File: config.mk
export PLATFORM = sky130hd
export DESIGN_NAME = grp_irq_ctrl
export DESIGN_NICKNAME = d
export VERILOG_FILES = /design/src/rtl/gpic_pkg.sv /design/src/rtl/gpic_grp_reg.sv /design/src/rtl/gpic_nmi_reg.sv /design/src/rtl/gpic_arbiter.sv /design/src/rtl/gpic_accept.sv /design/src/rtl/grp_irq_ctrl.sv
export SDC_FILE = /design/constraint.sdc
export NUM_CORES = 1
export LEC_CHECK = 0
export ABC_AREA = 0
export BUFFER_PORTS_ARGS = -buffer_cell sky130_fd_sc_hd__buf_2
export CAP_MARGIN = 20
export CORE_MARGIN = 2
export CORE_UTILIZATION = 47
export DETAILED_ROUTE_END_ITERATION = 7
export GPL_ROUTABILITY_DRIVEN = 0
export HOLD_SLACK_MARGIN = 0.05
export PLACE_DENSITY_LB_ADDON = 0.2
export REMOVE_ABC_BUFFERS = 1
export SYNTH_ARGS = -nofsm -noshare
export SYNTH_HDL_FRONTEND = slang
export SYNTH_SLANG_ARGS = --single-unit
File: constraint.sdc
create_clock -name clk -period 50.4 [get_ports clk]
set_input_delay 7.56 -clock clk [delete_from_list [all_inputs] [get_ports clk]]
set_output_delay 7.56 -clock clk [all_outputs]
set_load 0.02 [all_outputs]
File: src/rtl/gpic_pkg.sv
package gpic_pkg;
  localparam int LVL_W   = 3;
  localparam int DATA_W  = 16;
  localparam int NMI_SRC = 3;
  localparam int EN_BIT  = 0;
  localparam int RQ_BIT  = 1;
  localparam int DT_BIT  = 2;
  localparam int LV_LSB  = 8;

  // maskable acceptance: level strictly below mask, mask 0 blocks all
  function automatic logic lvl_ok(input logic [LVL_W-1:0] lvl,
                                  input logic [LVL_W-1:0] im);
    return (im != '0) && (lvl < im);
  endfunction

  // candidate replaces current best when no best yet or level not worse
  function automatic logic takes_over(input logic have_best,
                                      input logic [LVL_W-1:0] cand,
                                      input logic [LVL_W-1:0] best);
    return !have_best || (cand <= best);
  endfunction
endpackage

File: src/rtl/gpic_grp_reg.sv
module gpic_grp_reg
  import gpic_pkg::*;
(
  input  logic              clk,
  input  logic              rst_n,
  input  logic              sel,
  input  logic              we,
  input  logic [1:0]        be,
  input  logic [DATA_W-1:0] wdata,
  input  logic              req_pulse,
  output logic [DATA_W-1:0] rdata,
  output logic              pend,
  output logic [LVL_W-1:0]  level
);
  logic en_q, req_q;
  logic [LVL_W-1:0] lvl_q;
  logic wr_lo, wr_hi;

  assign wr_lo = sel && we && be[0];
  assign wr_hi = sel && we && be[1];

  always_ff @(posedge clk or negedge rst_n) begin
    if (!rst_n) begin
      en_q  <= 1'b0;
      req_q <= 1'b0;
      lvl_q <= '0;
    end else begin
      if (wr_lo) begin
        en_q <= wdata[EN_BIT];
        if (!wdata[RQ_BIT]) req_q <= 1'b0;
      end
      if (wr_hi) lvl_q <= wdata[LV_LSB +: LVL_W];
      if (req_pulse) req_q <= 1'b1;
    end
  end

  always_comb begin
    rdata = '0;
    rdata[EN_BIT] = en_q;
    rdata[RQ_BIT] = req_q;
    rdata[DT_BIT] = en_q & req_q;
    rdata[LV_LSB +: LVL_W] = lvl_q;
  end

  assign pend  = en_q & req_q;
  assign level = lvl_q;
endmodule

File: src/rtl/gpic_nmi_reg.sv
module gpic_nmi_reg
  import gpic_pkg::*;
(
  input  logic               clk,
  input  logic               rst_n,
  input  logic               sel,
  input  logic               we,
  input  logic [1:0]         be,
  input  logic [DATA_W-1:0]  wdata,
  input  logic [NMI_SRC-1:0] src_pulse,
  output logic [DATA_W-1:0]  rdata,
  output logic               pend
);
  logic [NMI_SRC-1:0] req_q;

  always_ff @(posedge clk or negedge rst_n) begin
    if (!rst_n) begin
      req_q <= '0;
    end else begin
      for (int i = 0; i < NMI_SRC; i++) begin
        if (sel && we && be[0] && !wdata[i]) req_q[i] <= 1'b0;
        if (src_pulse[i]) req_q[i] <= 1'b1;
      end
    end
  end

  always_comb begin
    rdata = '0;
    rdata[NMI_SRC-1:0] = req_q;
  end

  assign pend = |req_q;
endmodule

File: src/rtl/gpic_arbiter.sv
module gpic_arbiter
  import gpic_pkg::*;
#(
  parameter int NUM_GRP = 20,
  localparam int GRP_W  = $clog2(NUM_GRP)
) (
  input  logic [NUM_GRP-1:0]       pend,
  input  logic [NUM_GRP*LVL_W-1:0] lvl_flat,
  output logic                     any,
  output logic [GRP_W-1:0]         win_grp,
  output logic [LVL_W-1:0]         win_lvl
);
  always_comb begin
    any     = 1'b0;
    win_grp = '0;
    win_lvl = '0;
    // scan downward so a tie is resolved toward the lowest group
    for (int i = NUM_GRP - 1; i >= 0; i--) begin
      if (pend[i] && takes_over(any, lvl_flat[i*LVL_W +: LVL_W], win_lvl)) begin
        any     = 1'b1;
        win_grp = GRP_W'(i);
        win_lvl = lvl_flat[i*LVL_W +: LVL_W];
      end
    end
  end
endmodule

File: src/rtl/gpic_accept.sv
module gpic_accept
  import gpic_pkg::*;
#(
  parameter int GRP_W = 5
) (
  input  logic             clk,
  input  logic             rst_n,
  input  logic             nmi_pend,
  input  logic             mk_any,
  input  logic [GRP_W-1:0] mk_grp,
  input  logic [LVL_W-1:0] mk_lvl,
  input  logic             cpu_ie,
  input  logic [LVL_W-1:0] cpu_im,
  input  logic             cpu_ack,
  output logic             irq_req,
  output logic             irq_nmi,
  output logic [GRP_W-1:0] irq_group,
  output logic [LVL_W-1:0] irq_level,
  output logic             acc_valid,
  output logic [GRP_W-1:0] acc_group,
  output logic [LVL_W-1:0] acc_level,
  output logic             ie_clear
);
  logic mk_ok, take;

  assign mk_ok = cpu_ie && mk_any && lvl_ok(mk_lvl, cpu_im);

  always_comb begin
    irq_req   = nmi_pend | mk_ok;
    irq_nmi   = nmi_pend;
    irq_group = nmi_pend ? '0 : (mk_ok ? mk_grp : '0);
    irq_level = nmi_pend ? '0 : (mk_ok ? mk_lvl : '0);
  end

  assign take = cpu_ack && irq_req;

  always_ff @(posedge clk or negedge rst_n) begin
    if (!rst_n) begin
      acc_valid <= 1'b0;
      ie_clear  <= 1'b0;
      acc_group <= '0;
      acc_level <= '0;
    end else begin
      acc_valid <= take;
      ie_clear  <= take;
      if (take) begin
        acc_group <= irq_group;
        acc_level <= irq_level;
      end
    end
  end
endmodule

File: src/rtl/grp_irq_ctrl.sv
module grp_irq_ctrl
  import gpic_pkg::*;
#(
  parameter int NUM_GRP   = 20,
  parameter int ADDR_W    = 9,
  parameter int BASE_ADDR = 'h100,
  localparam int GRP_W    = $clog2(NUM_GRP),
  localparam int IDX_W    = ADDR_W - 2
) (
  input  logic               clk,
  input  logic               rst_n,
  input  logic [ADDR_W-1:0]  bus_addr,
  input  logic               bus_we,
  input  logic [1:0]         bus_be,
  input  logic [DATA_W-1:0]  bus_wdata,
  output logic [DATA_W-1:0]  bus_rdata,
  input  logic [NUM_GRP-1:0] periph_req,
  input  logic [NMI_SRC-1:0] nmi_src,
  input  logic               cpu_ie,
  input  logic [LVL_W-1:0]   cpu_im,
  input  logic               cpu_ack,
  output logic               irq_req,
  output logic               irq_nmi,
  output logic [GRP_W-1:0]   irq_group,
  output logic [LVL_W-1:0]   irq_level,
  output logic               acc_valid,
  output logic [GRP_W-1:0]   acc_group,
  output logic [LVL_W-1:0]   acc_level,
  output logic               ie_clear
);
  logic [ADDR_W-1:0]        offs;
  logic [IDX_W-1:0]         idx;
  logic                     in_map;
  logic [DATA_W-1:0]        grp_rd [NUM_GRP];
  logic [NUM_GRP-1:0]       grp_pend;
  logic [NUM_GRP*LVL_W-1:0] grp_lvl;
  logic                     nmi_pend;
  logic                     mk_any;
  logic [GRP_W-1:0]         mk_grp;
  logic [LVL_W-1:0]         mk_lvl;

  assign offs   = bus_addr - ADDR_W'(BASE_ADDR);
  assign idx    = offs[ADDR_W-1:2];
  assign in_map = (bus_addr >= ADDR_W'(BASE_ADDR)) && (idx < IDX_W'(NUM_GRP));

  gpic_nmi_reg u_nmi (
    .clk(clk), .rst_n(rst_n),
    .sel(in_map && idx == '0), .we(bus_we), .be(bus_be), .wdata(bus_wdata),
    .src_pulse(nmi_src), .rdata(grp_rd[0]), .pend(nmi_pend)
  );

  assign grp_rd[1]            = '0;
  assign grp_pend[1:0]        = '0;
  assign grp_lvl[2*LVL_W-1:0] = '0;

  generate
    for (genvar g = 2; g < NUM_GRP; g++) begin : g_grp
      gpic_grp_reg u_reg (
        .clk(clk), .rst_n(rst_n),
        .sel(in_map && idx == IDX_W'(g)), .we(bus_we), .be(bus_be),
        .wdata(bus_wdata), .req_pulse(periph_req[g]),
        .rdata(grp_rd[g]), .pend(grp_pend[g]),
        .level(grp_lvl[g*LVL_W +: LVL_W])
      );
    end
  endgenerate

  always_comb begin
    bus_rdata = '0;
    for (int i = 0; i < NUM_GRP; i++)
      if (in_map && idx == IDX_W'(i)) bus_rdata = grp_rd[i];
  end

  gpic_arbiter #(.NUM_GRP(NUM_GRP)) u_arb (
    .pend(grp_pend), .lvl_flat(grp_lvl),
    .any(mk_any), .win_grp(mk_grp), .win_lvl(mk_lvl)
  );

  gpic_accept #(.GRP_W(GRP_W)) u_acc (
    .clk(clk), .rst_n(rst_n),
    .nmi_pend(nmi_pend), .mk_any(mk_any), .mk_grp(mk_grp), .mk_lvl(mk_lvl),
    .cpu_ie(cpu_ie), .cpu_im(cpu_im), .cpu_ack(cpu_ack),
    .irq_req(irq_req), .irq_nmi(irq_nmi), .irq_group(irq_group),
    .irq_level(irq_level), .acc_valid(acc_valid), .acc_group(acc_group),
    .acc_level(acc_level), .ie_clear(ie_clear)
  );
endmodule

==> flow_metrics.env <==
export IMPL_dp_hpwl_mm=17.46
export IMPL_clock_skew_ps=5.855
export IMPL_status="finished clean"
export IMPL_first_global_vias=6785
export IMPL_cts_tree="yes"
export IMPL_htree_levels=3
export IMPL_cts_sinks=102
export IMPL_die_area_um2=17700
export IMPL_maxCapViolCount=0
export IMPL_io_pins=94
export IMPL_critPathLaunchType="register"
export IMPL_ys_ff_latch=102
export IMPL_drtPass1Iterations=5
export IMPL_synth_main_ff_cell="dfrtp_1"
export IMPL_core_area_um2=16410
export IMPL_finalNetCount=1063
export IMPL_drtIter0Drc=766
export IMPL_rows=47
export IMPL_setup_tns_ps=0
export IMPL_finalHoldViolCount=0
export IMPL_cp_data_arrival_time_ps=28360
export IMPL_grtUsageTotal=0.2731
export IMPL_endpoint_kind="output pin"
export IMPL_fmax_ghz=0.02784
export IMPL_portBuffers=69
export IMPL_pwr_density_cell_nw_per_um2=29.20
export IMPL_power_total_mw=0.2527
export IMPL_ctsResizeCount=0
export IMPL_ant_nets=0
export IMPL_post_cts_setup_buffers=0
export IMPL_layout_drive_gt1_share=0.1818
export IMPL_clockRootBuffer="clkbuf_16"
export IMPL_via_per_inst=6.186
export IMPL_yosysUniqueCellTypes=74
export IMPL_routed_wl_mm=23.72
export IMPL_multiInputGateArea_um2=4931
export IMPL_synth_edff_count=0
export IMPL_reg2reg_slack_ps=22330
export IMPL_regArea_um2=2552
export IMPL_area_growth_pct=10.55
export IMPL_grt_setup_unrepaired="no"
export IMPL_crit_slowest_cell="o211ai_1"
export IMPL_place_ws_ps=15520
export IMPL_reg2regPathDepth=120
export IMPL_grt_start_max_net_pins=72
export IMPL_worstSetupPathType="reg2out"
export IMPL_met3_usage=0.04100
export IMPL_clkTransAtPathRegs_ps=70
export IMPL_ir_worst_vdd_v=0.00001744
export IMPL_grt_pass1_wl_mm=37.92
export IMPL_hp_class="reg2reg"
export IMPL_synth_area_um2=7826
export IMPL_num_fill_cells=1559
export IMPL_clk_path_buf_depth=2
export IMPL_crit_end="irq_level[1]"
export IMPL_die_h_um=133.0
export IMPL_yosysWarnings=0
export IMPL_start_util=0.4770
export IMPL_p_leak_nw=3.914
export IMPL_busiest_layer="met1"
export IMPL_r2r_start="g_grp[19].u_reg.req_q"
export IMPL_slew_limit_headroom=0.3300
export IMPL_cp_max_fo=14
export IMPL_slowest_delay_ps=840
export IMPL_r2r_end="u_acc.acc_level[1]"
export IMPL_fin_crit_ps=35920
export IMPL_drv_slew=0
export IMPL_cp_common_cell="ha_1"
export IMPL_synthCells=903
export IMPL_wl_per_cell_um=20.16
export IMPL_drc_errors=0
export IMPL_grt_overflow=0
export IMPL_period_share=0.7128
export IMPL_postCtsHoldBufs=0
export IMPL_clk_latency_ps=360
export IMPL_fp_dieW_um=133.0
export IMPL_vias=7281
export IMPL_grt_use_met1=0.4061
export IMPL_antenna_found_initial=0
export IMPL_ys_seq_area_frac=0.3261
export IMPL_post_synth_cell_area_avg_um2=8.667
export IMPL_grt_use_met2=0.3955
export IMPL_cts_buffers=9
export IMPL_async_flop_share=1.000
export IMPL_cp_required_ps=42840
export IMPL_startpoint="g_grp[19].u_reg.req_q"
export IMPL_tightest_slew_ps=1001
export IMPL_worst_slack_ps=14480
export IMPL_setup_violations=0
export IMPL_antennaDiodeCount=0
-- layer usage --
layer / up-vias / wire length, µm
met1: 3493 / 11080
met2: 296 / 10190
met4: 0 / 737
met3: 52 / 1708
met5: - / 0
li1: 3440 / -
-- how the worst min path moves through the flow --
| stage | start | endpoint | slack [ps] | cells past startpoint |
|---|---|---|---|---|
| after global placement | u_acc.acc_level[1] | u_acc.acc_level[1] | 470 | 1 |
| after detailed placement | u_acc.acc_level[2] | u_acc.acc_level[2] | 480 | 1 |
| after floorplan | g_grp[3].u_reg.req_q | g_grp[3].u_reg.req_q | 460 | 1 |
| after global routing | u_acc.acc_level[2] | u_acc.acc_level[2] | 510 | 1 |
| after CTS | u_acc.acc_level[2] | u_acc.acc_level[2] | 500 | 1 |
| final | u_acc.acc_group[1] | u_acc.acc_group[1] | 500 | 1 |
-- where the power goes --
| part | internal [mW] | leakage [nW] | switching (mW) |
|---|---|---|---|
| Sequential | 0.0849 | 1.24 | 0.00383 |
| Clock | 0.0503 | 0.170 | 0.0336 |
| Combinational | 0.0319 | 2.50 | 0.0481 |
| Total | 0.167 | 3.91 | 0.0855 |
-- sequential cells by signal, summed over array words and instances, names as in the netlist --
name and count:
u_acc.ie_clear 1, g_grp.u_reg.req_q 18, g_grp.u_reg.level 54, g_grp.u_reg.en_q 18, u_acc.acc_level 3, u_nmi.req_q 3, u_acc.acc_group 5
-- cells in the final DEF, fill, tap and decap left out, types with 5 or more instances in the layout --
cell type,count
a21o_1,30
and2_1,13
dfrtp_1,102
a211o_1,9
or3_1,5
inv_1,45
buf_2,68
mux2i_1,10
nand3_1,33
mux2_2,59
a31o_2,6
a221oi_1,11
nor4_1,5
nand2b_1,7
conb_1,10
a21oi_1,30
a22oi_1,15
clkbuf_16,9
a31oi_1,16
o211ai_1,7
nor3_1,22
o22ai_1,5
nor2b_1,15
nand3b_1,6
ha_1,53
o21ai_0,59
a32o_1,6
nor2_1,64
a222oi_1,8
nand2_1,123
or2_2,5
and3_1,7
o21a_1,17
a211oi_1,6
-- Yosys cell counts, drive strengths merged (8+ instances only) --
cell	n	area (µm²)
a211o	10	88.84
a22oi	15	112.6
a222oi	8	80.08
mux2	59	664.4
clkbuf	23	86.33
nor2b	15	93.84
inv	45	168.9
a31o	8	70.07
o21ai	63	315.3
a221oi	11	96.34
dfrtp	102	2552
a21oi	31	158.9
nand3	34	175.2
mux2i	10	100.1
nor2	66	262.8
a21o	30	225.2
o21a	17	127.6
nand2	124	468.0
a31oi	18	133.9
buf	20	121.4
and2	13	81.33
nor3	23	126.4
ha	53	663.1
-- critical path: cells and delay by family, from the launching register on --
family	cells	cell delay (ps)
compound gates	64	16080
simple gates	33	4890
fa+ha+maj	18	5450
mux	2	720
buf+inv	4	390
flops	1	450
-- logic make-up (layout without fill, tap and decap cells) --
logic type                 Yosys count  count (layout)  share of synthesized area
and+or+nand+nor                    320             320                     0.1936
AOI/OAI and AO/OA                  268             268                     0.2435
DFF                                102             102                     0.3261
buffers and inverters               88             133                    0.04812
muxes                               71              71                     0.1034
adders and majority gates           53              53                    0.08473
other                                1              10                  0.0004792
-- stage by stage --
stage               instance area, µm²  std cells  utilization  hold WS, ps
finish                            8652       1177       0.5273        496.9
global route                      8652       1177       0.5273        512.2
CTS                               8652       1177       0.5273        500.1
detailed placement                8298       1161       0.5058        484.1
global placement                  8298       1161       0.5058        472.9
floorplan                         7652        869            -        462.5
-- final cells by class --
| type | instances | share of cell area |
|---|---|---|
| Multi-Input combinational cell | 722 | 0.5699 |
| Clock inverter | 6 | 0.01330 |
| Inverter | 45 | 0.01952 |
| Sequential cell | 102 | 0.2950 |
| Tap cell | 220 | 0.03181 |
| Timing Repair Buffer | 72 | 0.04281 |
| Clock buffer | 10 | 0.02762 |
No activity file was read; power rests on OpenSTA's default activity.
